File: src/rtl/tap_nav_pkg.sv
package tap_nav_pkg;
  localparam int unsigned ST_W = 4;
  localparam logic [2:0] SUB_NONE = 3'd0;
  localparam logic [2:0] SUB_SEL  = 3'd1;
  localparam logic [2:0] SUB_CAP  = 3'd2;
  localparam logic [2:0] SUB_SHF  = 3'd3;
  localparam logic [2:0] SUB_EX1  = 3'd4;
  localparam logic [2:0] SUB_PAU  = 3'd5;
  localparam logic [2:0] SUB_EX2  = 3'd6;
  localparam logic [2:0] SUB_UPD  = 3'd7;
  localparam logic [ST_W-1:0] ST_TLR  = 4'h0;
  localparam logic [ST_W-1:0] ST_RTI  = 4'h8;
  localparam logic [ST_W-1:0] ST_DSEL = 4'h1;
  localparam logic [ST_W-1:0] ST_ISEL = 4'h9;
endpackage

File: src/rtl/tap_nav_next.sv
module tap_nav_next
  import tap_nav_pkg::*;
(
  input  logic [ST_W-1:0] cur_i,
  input  logic            tms_i,
  output logic [ST_W-1:0] nxt_o
);
  logic       arm;
  logic [2:0] sub;

  always_comb begin
    arm   = cur_i[3];
    sub   = cur_i[2:0];
    nxt_o = cur_i;
    case (sub)
      SUB_NONE: begin
        if (!arm) nxt_o = tms_i ? ST_TLR : ST_RTI;
        else      nxt_o = tms_i ? ST_DSEL : ST_RTI;
      end
      SUB_SEL: begin
        if (tms_i) nxt_o = arm ? ST_TLR : ST_ISEL;
        else       nxt_o = {arm, SUB_CAP};
      end
      SUB_CAP, SUB_SHF: nxt_o = {arm, (tms_i ? SUB_EX1 : SUB_SHF)};
      SUB_EX1:          nxt_o = {arm, (tms_i ? SUB_UPD : SUB_PAU)};
      SUB_PAU:          nxt_o = {arm, (tms_i ? SUB_EX2 : SUB_PAU)};
      SUB_EX2:          nxt_o = {arm, (tms_i ? SUB_UPD : SUB_SHF)};
      default:          nxt_o = tms_i ? ST_DSEL : ST_RTI;
    endcase
  end
endmodule

File: src/rtl/tap_nav_rule.sv
module tap_nav_rule
  import tap_nav_pkg::*;
(
  input  logic [ST_W-1:0] cur_i,
  input  logic [ST_W-1:0] tgt_i,
  output logic            tms_o
);
  logic       tgt_in_arm;
  logic       same_arm;
  logic [2:0] goal;

  always_comb begin
    tgt_in_arm = (tgt_i[2:0] != SUB_NONE);
    same_arm   = tgt_in_arm && (tgt_i[3] == cur_i[3]);
    goal       = same_arm ? tgt_i[2:0] : SUB_UPD;
    tms_o      = 1'b1;
    case (cur_i[2:0])
      SUB_NONE: tms_o = cur_i[3];
      SUB_SEL:  tms_o = !same_arm;
      SUB_UPD:  tms_o = tgt_in_arm;
      SUB_CAP:  tms_o = (goal != SUB_SHF);
      SUB_EX1:  tms_o = !((goal == SUB_PAU) || (goal == SUB_EX2));
      SUB_EX2:  tms_o = !((goal == SUB_SHF) || (goal == SUB_EX1) || (goal == SUB_PAU));
      default:  tms_o = 1'b1;
    endcase
  end
endmodule

File: src/rtl/tap_walker.sv
module tap_walker
  import tap_nav_pkg::*;
#(
  parameter int unsigned HRST_HIGH = 5
) (
  input  logic       clk,
  input  logic       rst_n,
  input  logic [3:0] target_i,
  input  logic       go_i,
  input  logic       hard_reset_i,
  output logic       tms_o,
  output logic       step_o,
  output logic [3:0] state_o,
  output logic       arrived_o
);
  localparam int unsigned CW = $clog2(HRST_HIGH + 1);
  localparam logic [CW-1:0] CNT_LAST = CW'(HRST_HIGH);

  logic [1:0]      rsync_q;
  logic            srst_n;
  logic [ST_W-1:0] cur_q, cur_d, tgt_q, tgt_d, nxt;
  logic            hr_q, hr_d, rule_tms;
  logic [CW-1:0]   cnt_q, cnt_d;

  always_ff @(posedge clk or negedge rst_n) begin
    if (!rst_n) rsync_q <= 2'b00;
    else        rsync_q <= {rsync_q[0], 1'b1};
  end
  assign srst_n = rsync_q[1];

  tap_nav_rule u_rule (.cur_i(cur_q), .tgt_i(tgt_q), .tms_o(rule_tms));
  tap_nav_next u_next (.cur_i(cur_q), .tms_i(tms_o), .nxt_o(nxt));

  always_comb begin
    step_o    = hr_q || (cur_q != tgt_q);
    tms_o     = hr_q ? (cnt_q != CNT_LAST) : rule_tms;
    arrived_o = !hr_q && (cur_q == tgt_q);
    cur_d     = step_o ? nxt : cur_q;
    tgt_d     = tgt_q;
    hr_d      = hr_q;
    cnt_d     = cnt_q;
    if (hr_q) begin
      cnt_d = cnt_q + 1'b1;
      if (cnt_q == CNT_LAST) begin
        hr_d  = 1'b0;
        cnt_d = '0;
        tgt_d = ST_RTI;
      end
    end else if (hard_reset_i) begin
      hr_d  = 1'b1;
      cnt_d = '0;
    end else if (go_i) begin
      tgt_d = target_i;
    end
  end

  always_ff @(posedge clk or negedge srst_n) begin
    if (!srst_n) begin
      cur_q <= ST_TLR;
      tgt_q <= ST_TLR;
      hr_q  <= 1'b0;
      cnt_q <= '0;
    end else begin
      if (step_o) cur_q <= cur_d;
      tgt_q <= tgt_d;
      hr_q  <= hr_d;
      cnt_q <= cnt_d;
    end
  end

  assign state_o = cur_q;
endmodule

File: config.mk
export PLATFORM = sky130hd
export DESIGN_NAME = tap_walker
export DESIGN_NICKNAME = d
export VERILOG_FILES = /design/src/rtl/tap_nav_pkg.sv /design/src/rtl/tap_nav_next.sv /design/src/rtl/tap_nav_rule.sv /design/src/rtl/tap_walker.sv
export SDC_FILE = /design/constraint.sdc
export NUM_CORES = 1
export LEC_CHECK = 0
export BUFFER_PORTS_ARGS = -buffer_cell sky130_fd_sc_hd__buf_2
export CAP_MARGIN = 20
export CORE_UTILIZATION = 40
export CTS_BUF_LIST = sky130_fd_sc_hd__clkbuf_16
export DETAILED_ROUTE_END_ITERATION = 16
export SYNTH_ARGS = -nofsm -noshare
export SYNTH_HDL_FRONTEND = slang
export SYNTH_HIERARCHICAL = 1
export SYNTH_SLANG_ARGS = --single-unit
export TNS_END_PERCENT = 20
File: constraint.sdc
create_clock -name clk -period 1.2 [get_ports clk]
set_input_delay 0 -clock clk [delete_from_list [all_inputs] [get_ports clk]]
set_output_delay 0 -clock clk [all_outputs]
set_load 0.03 [all_outputs]
=== Yosys cells after proc, flatten, opt, wreduce, memory -nomap -nowiden ===
Index checks and enable logic that the tools add are counted.

* $add $sub $neg: 1
* Multipliers: 0
* Divide/modulo/power cells: 0
* Magnitude comparators: 0
* Eq/ne operators: 20
* Shift operators: 0
* Muxes and demuxes: 23
* Bitwise logic cells: 4
* Reductions and logical operators: 17

{| class="wikitable"
|+ Operators with widths
! operator !! count
|-
| 4-bit two-way mux || 9
|-
| 3-bit == test, second input constant || 8
|-
| 4-bit one-hot mux with 6 select lines || 1
|-
| 3-bit two-way mux || 6
|-
| 3-bit by 2-bit == test with 1-bit output, second input constant || 3
|-
| 2-bit by 1-bit inequality test with 1-bit output, second input constant || 3
|-
| 1-bit one-hot mux with 6 select lines || 1
|-
| 6-bit AND reduction || 1
|-
| 4-bit == test || 1
|-
| 1-bit logical NOT || 4
|-
| 1-bit logical OR || 4
|-
| 1-bit two-way mux || 4
|-
| 2-bit two-way mux || 2
|-
| 4-bit inequality test || 1
|-
| 1-bit NOT || 4
|-
| 2-bit nonzero test || 2
|-
| 3-bit by 1-bit adder with 3-bit output, second input constant || 1
|-
| 3-bit by 1-bit == test with 1-bit output, second input constant || 1
|-
| 3-bit logical NOT || 1
|-
| 3-bit by 2-bit inequality test with 1-bit output, second input constant || 1
|-
| 3-bit inequality test, second input constant || 1
|-
| 3-bit AND reduction || 1
|-
| 3-bit nonzero test || 1
|-
| 1-bit logical AND || 2
|-
| other kinds (2) || 2
|}

* Bits in registers: 14
* Bits in latches: 0
* Bits in writable memories: 0
* Bits in read-only memories: 0
* Bits of input ports: 8
* Output and inout bits: 7
* Logic and storage cells: 71
* Memories: 0

=== Depth between registers and ports, before layout ===
* Depth after elaboration: 12
* Mapped depth: 14
* Mapped depth without buffers: 13

=== Hierarchy ===
The synthesis kept the hierarchy.

{| class="wikitable"
|+ Modules (own cells, without submodules)
! module !! times used !! cells an instance !! area an instance (µm²) !! sequential area each (µm²)
|-
| tap_walker || 1 || 56 || 645.6 || 350.3
|-
| tap_nav_next || 1 || 34 || 230.2 || 0.0
|-
| tap_nav_rule || 1 || 21 || 131.4 || 0.0
|}

=== Worst setup path after synthesis ===
Ideal clock, no wire load.

* Kind: flip-flop to flip-flop
* From: reg cur_q[2], in the netlist state_o[2]
* To: reg cur_q[3], in the netlist state_o[3]
* Library setup time: 0.125 ns
* Data arrival time: 2.938 ns
* Required time: 1.075 ns
* Slack: -1.863 ns
* Stages on the path, launching flop included: 14
* Buffers on the path: 1
* Period minus slack after synthesis: 3.063 ns
* Path through: dfrtp_1 nor3_1 a221o_1 o21ai_1 nor2_1 nor2_1 buf_4 inv_1 ha_1 nor3_1 nor3_1 a21oi_1 o21ai_1 mux2_4

* Cells in the longest elaborated chain, start to end: 6
* Elaborated cells on any way between the ends: 23
* Those cells by class: eq/ne (9); mux (6); bitwise (4); reduce/logical (4)

{| class="wikitable"
|+ Ends and longest elaborated chain
! element !! line !! RTL
|-
| from (decl) || tap_walker.sv:21 || <nowiki>logic [ST_W-1:0] cur_q, cur_d, tgt_q, tgt_d, nxt;</nowiki>
|-
| from (signal assigned) || tap_walker.sv:64 || <nowiki>if (step_o) cur_q <= cur_d;</nowiki>
|-
| 3-bit == test (tied with other cells) || tap_nav_rule.sv:17 || <nowiki>case (cur_i[2:0])</nowiki>
|-
| 1-bit one-hot mux with 6 select lines (*) || tap_nav_rule.sv:17 ||
|-
| named net rule_tms || tap_walker.sv:22 || <nowiki>logic hr_q, hr_d, rule_tms;</nowiki>
|-
| 1-bit two-way mux (*) || tap_walker.sv:36 || <nowiki>tms_o = hr_q ? (cnt_q != CNT_LAST) : rule_tms;</nowiki>
|-
| named net tms_o || tap_walker.sv:11 || <nowiki>output logic tms_o,</nowiki>
|-
| 4-bit two-way mux (on tied branches) || tap_nav_next.sv:17, tap_nav_next.sv:18, tap_nav_next.sv:28 ||
|-
| 4-bit two-way mux || tap_nav_next.sv:17 || <nowiki>if (!arm) nxt_o = tms_i ? ST_TLR : ST_RTI;</nowiki>
|-
| 4-bit one-hot mux with 6 select lines (*) || tap_nav_next.sv:15 || <nowiki>case (sub)</nowiki>
|-
| named net cur_d[3] || tap_walker.sv:21 ||
|}

Mark *: on every way through the listed nets, which the timed path passes. The rest lies on a longest branch.
A chain may end at the register's enable or synchronous reset.

=== Worst setup path in the final report ===
* From: reg tgt_q[0]
* To: reg cur_q[3], in the netlist state_o[3]

* Cells in the longest elaborated chain, start to end: 12
* Elaborated cells on any way between the ends: 24
* Those cells by class: eq/ne (7); mux (7); reduce/logical (10)

{| class="wikitable"
|+ Ends and longest elaborated chain
! element !! line !! RTL
|-
| from (decl) || tap_walker.sv:21 ||
|-
| from (signal assigned) || tap_walker.sv:65 || <nowiki>tgt_q <= tgt_d;</nowiki>
|-
| 3-bit nonzero test || tap_nav_rule.sv:13 || <nowiki>tgt_in_arm = (tgt_i[2:0] != SUB_NONE);</nowiki>
|-
| 1-bit logical AND || tap_nav_rule.sv:14 || <nowiki>same_arm = tgt_in_arm && (tgt_i[3] == cur_i[3]);</nowiki>
|-
| 3-bit two-way mux || tap_nav_rule.sv:15 || <nowiki>goal = same_arm ? tgt_i[2:0] : SUB_UPD;</nowiki>
|-
| 3-bit by 2-bit == test with 1-bit output or 3-bit == test (tied branches) || tap_nav_rule.sv:23 || <nowiki>SUB_EX2: tms_o = !((goal == SUB_SHF) || (goal == SUB_EX1) || (goal == SUB_PAU));</nowiki>
|-
| 1-bit logical OR (2 in series) || tap_nav_rule.sv:23 ||
|-
| 1-bit logical NOT || tap_nav_rule.sv:23 ||
|-
| 1-bit one-hot mux with 6 select lines (*) || tap_nav_rule.sv:17 ||
|-
| named net rule_tms || tap_walker.sv:22 ||
|-
| 1-bit two-way mux (*) || tap_walker.sv:36 ||
|-
| 4-bit two-way mux (on tied branches) || tap_nav_next.sv:17, tap_nav_next.sv:18, tap_nav_next.sv:28 ||
|-
| 4-bit two-way mux || tap_nav_next.sv:17 ||
|-
| 4-bit one-hot mux with 6 select lines (*) || tap_nav_next.sv:15 ||
|-
| named net cur_d[3] || tap_walker.sv:21 ||
|}

Marks and branches as above.

==> impl_metrics.tcl <==
set metrics [dict create \
    setup_ws_ns -1.23 \
    slew_headroom_pct 65.0 \
    power_mw 4.56 \
    port_buffers 14 \
    clock_path_buffers 2 \
    skew_ns 0.00104 \
    utilization_pct 66.8 \
    drtIter0Drc 31 \
    max_stage_delay_ns 0.43 \
    async_flop_share_pct 100 \
    hold_path.class "primary input to flop" \
    drc_errors 0 \
    syn_nets 123 \
    grt_overflow_total 0 \
    io_pins 15 \
    synth_edf_count 0 \
    crit_path_top_delay_cell "dfrtp_1" \
    sw_frac_of_total_pct 42.5 \
    synth-simple-area-share_pct 19.8 \
    routed-via-count 993 \
    synth-compound-area-share_pct 22.1 \
    final_cells 186 \
    drt_wl_total_um 2590 \
    die_h_um 52.2 \
    syn_avg_cell_area_sq_um 9.07 \
    yosysWarnings 6 \
    ys_ff_latch 14 \
    clk_pin_slew_ns 0.05 \
    worstMarginPinSlew_ns 0.526 \
    violations "negative hold slack, negative setup slack" \
    leakage_nw 0.736 \
    hpwl_um 1870 \
    vdd_drop_max_v 0.00179 \
    synth_ff_type "dfrtp_1" \
    ys_types 40 \
    cts_buffers 3 \
    period_needed_ns 2.43 \
    setup_viol 10 \
    setup_tns_ns -6.60 \
    max_freq_ghz 0.412 \
    coreArea_sq_um 2300 \
    cts_tree "done" \
    crit_fanout 5 \
    p_sw_mw 1.94 \
    routed_via_density 5.34 \
    dieArea_sq_um 2720 \
    nNetsFinal 171 \
    grt_max_degree 15 \
    clkPwrFrac_pct 13.9 \
    grt_pass1_wl_um 4280 \
    synth_area_leaders "dfrtp_1, ha_1, mux2_4, a21oi_1, o21ai_0" \
    ys_seq_area_share_pct 34.8 \
    clock-sinks 14 \
    end_kind "flop" \
    grtUsageTotal_pct 21.5 \
    comb_power_share_pct 65.4 \
    grt-busiest-layer "met2" \
    die_w_um 52.2 \
    numPlacedInstances 174 \
    rsz0062_at_grt "true" \
    start_util_pct 43.8 \
    path_class "flop to flop" \
    antenna_found_initial 0 \
    holdWs_ns -0.00565 \
    cp_cell_sequence "o311ai_1 -> o21ai_0 -> a21oi_1 -> o21ai_1 -> nor2_2 -> nor2_4 -> inv_2 -> ha_1 -> nor2b_1 -> nor3_1 -> a21oi_1 -> o21ai_1 -> mux2_4" \
    synth_xor_area_share_pct 5.09 \
    max-cap-violations 0 \
    start_kind "flop" \
    drt_first_pass_iters 4 \
    synthesis.area_sq_um 1010 \
    gp_congestion 0.912 \
    finalMaxSlewViolations 0 \
    netlist_instances 111 \
    synth_area_leader_cell "dfrtp_1" \
    rows 17 \
    wl_per_cell_um 13.9 \
    grt_pass1_vias 954 \
    cp.arrival_ns 2.55 \
    dp_slack_ns -1.21 \
    drive_gt1_share_pct 45.6 \
    post-route-cell-area_sq_um 1530 \
    antenna_cells 0 \
    cts-root-buf "clkbuf_16" \
    power_frac_seq_pct 20.7 \
    post_dp_cell_area_sq_um 1300 \
    area_delta_synth_final_pct 52.3 \
    grtUsageMet3_pct 5.51 \
    finalHoldViolations 1 \
    synthAdderAreaFrac_pct 4.97 \
    min_period_over_period_pct 202 \
    htreeDepth 1 \
    status "complete, but fails checks" \
    synth_top_family_by_area "compound AO/OA/AOI/OAI gates" \
    use_met2_pct 35.7 \
    fillerInstances 180 \
    drtAntennaViolNets 0 \
    insertion_delay_ns 0.24 \
    required_ns 1.33 \
    yosys.area.top_type_share_pct 34.8 \
    power.density_nw_per_um2 2970 \
    grt.met1_usage_pct 27.8 \
    synthMuxAreaShare_pct 6.46 \
    internal_power_mw 2.62 \
]
-- what timing repair did --
action                                 CTS  global route
setup buffers                            0             3
endpoints found under the hold margin    6             0
cloned                                   0             0
pin swaps                                1             3
hold buffers                             5             0
setup endpoints to repair               11            12
gates resized for setup                 13            12
-- sequential cells by signal (all words and copies together), names as in the netlist --
register  count
cnt_q         3
state_o       4
tgt_q         4
hr_q          1
rsync_q       2
-- kinds of logic after synthesis --
| group | Yosys count |
|---|---|
| buf+inv | 14 |
| compound gates | 33 |
| other cells | 1 |
| mux | 5 |
| simple gates | 35 |
| fa+ha+maj | 4 |
| flops | 14 |
| xor+xnor | 5 |
-- power by group through the flow --
| stage | Combinational (mW) | Sequential, mW | Clock, mW |
|---|---|---|---|
| finish | 2.98 | 0.946 | 0.632 |
| floorplan | 1.57 | 1.14 | 0 |
| CTS | 2.79 | 0.929 | 0.645 |
| global placement | 2.59 | 0.912 | 0 |
| detailed placement | 2.68 | 0.923 | 0 |
| global route | 3.26 | 0.972 | 0.671 |
-- metal layers --
metal | vias to the layer above | wire [um]
li1 | 487 | -
met1 | 477 | 1200
met2 | 29 | 1280
met3 | 0 | 110
met4 | 0 | 0
met5 | - | 0
-- final timing paths --
kind	startpoint	to	slack, ns	cells past startpoint
setup / recovery	tgt_q[0]	state_o[3]	-1.23	13
hold / removal	target_i[3]	tgt_q[3]	-0.006	3
setup reg to reg	tgt_q[0]	state_o[3]	-1.23	13
hold reg to reg	rsync_q[1]	cnt_q[1]	0.21	0
max in group asynchronous	rsync_q[1]	state_o[1]	0.61	0
min in group asynchronous	rst_n	rsync_q[0]	0.06	2
-- cell usage after synthesis (2+ instances only) --
library cell,number
nand2_1,5
a22o_1,3
mux2_4,3
o31ai_1,2
nor3_1,6
dfrtp_1,14
mux2i_1,2
o21ai_1,3
nor2b_1,2
nand2b_1,3
o21ai_0,7
buf_4,3
ha_1,4
xor2_1,3
inv_1,9
and2_1,2
nor2_1,8
a21oi_1,7
o21ai_2,2
nand3_1,3
-- cell type report --
cell class	instances	area [sq um]	share of cell area, %
Sequential cell	14	355	23.2
Inverter	9	33.8	2.20
Tap cell	28	35.0	2.28
Clock inverter	1	3.75	0.245
Clock buffer	3	75.1	4.89
Multi-Input combinational cell	83	653	42.6
Timing Repair Buffer	48	378	24.6
-- worst max-delay path, delay by kind of cell (launching register included) --
| kind | cells | cell delay [ns] |
|---|---|---|
| AOI/OAI and AO/OA | 6 | 1.01 |
| adders and majority gates | 1 | 0.22 |
| buffers and inverters | 1 | 0.06 |
| DFF | 1 | 0.43 |
| muxes | 1 | 0.25 |
| and+or+nand+nor | 4 | 0.36 |
-- cell usage in the layout, fill, tap and decap left out, types with 4 or more instances in the layout --
cell type and n:
o21ai_1 4, ha_1 4, buf_2 10, a21oi_1 7, buf_4 25, dfrtp_2 4, inv_1 8, nor2_1 4
dfrtp_1 10, o21ai_0 6, nand2_1 5, dlygate4sd3_1 5, buf_6 8
Power figures use the tool's default switching activity.
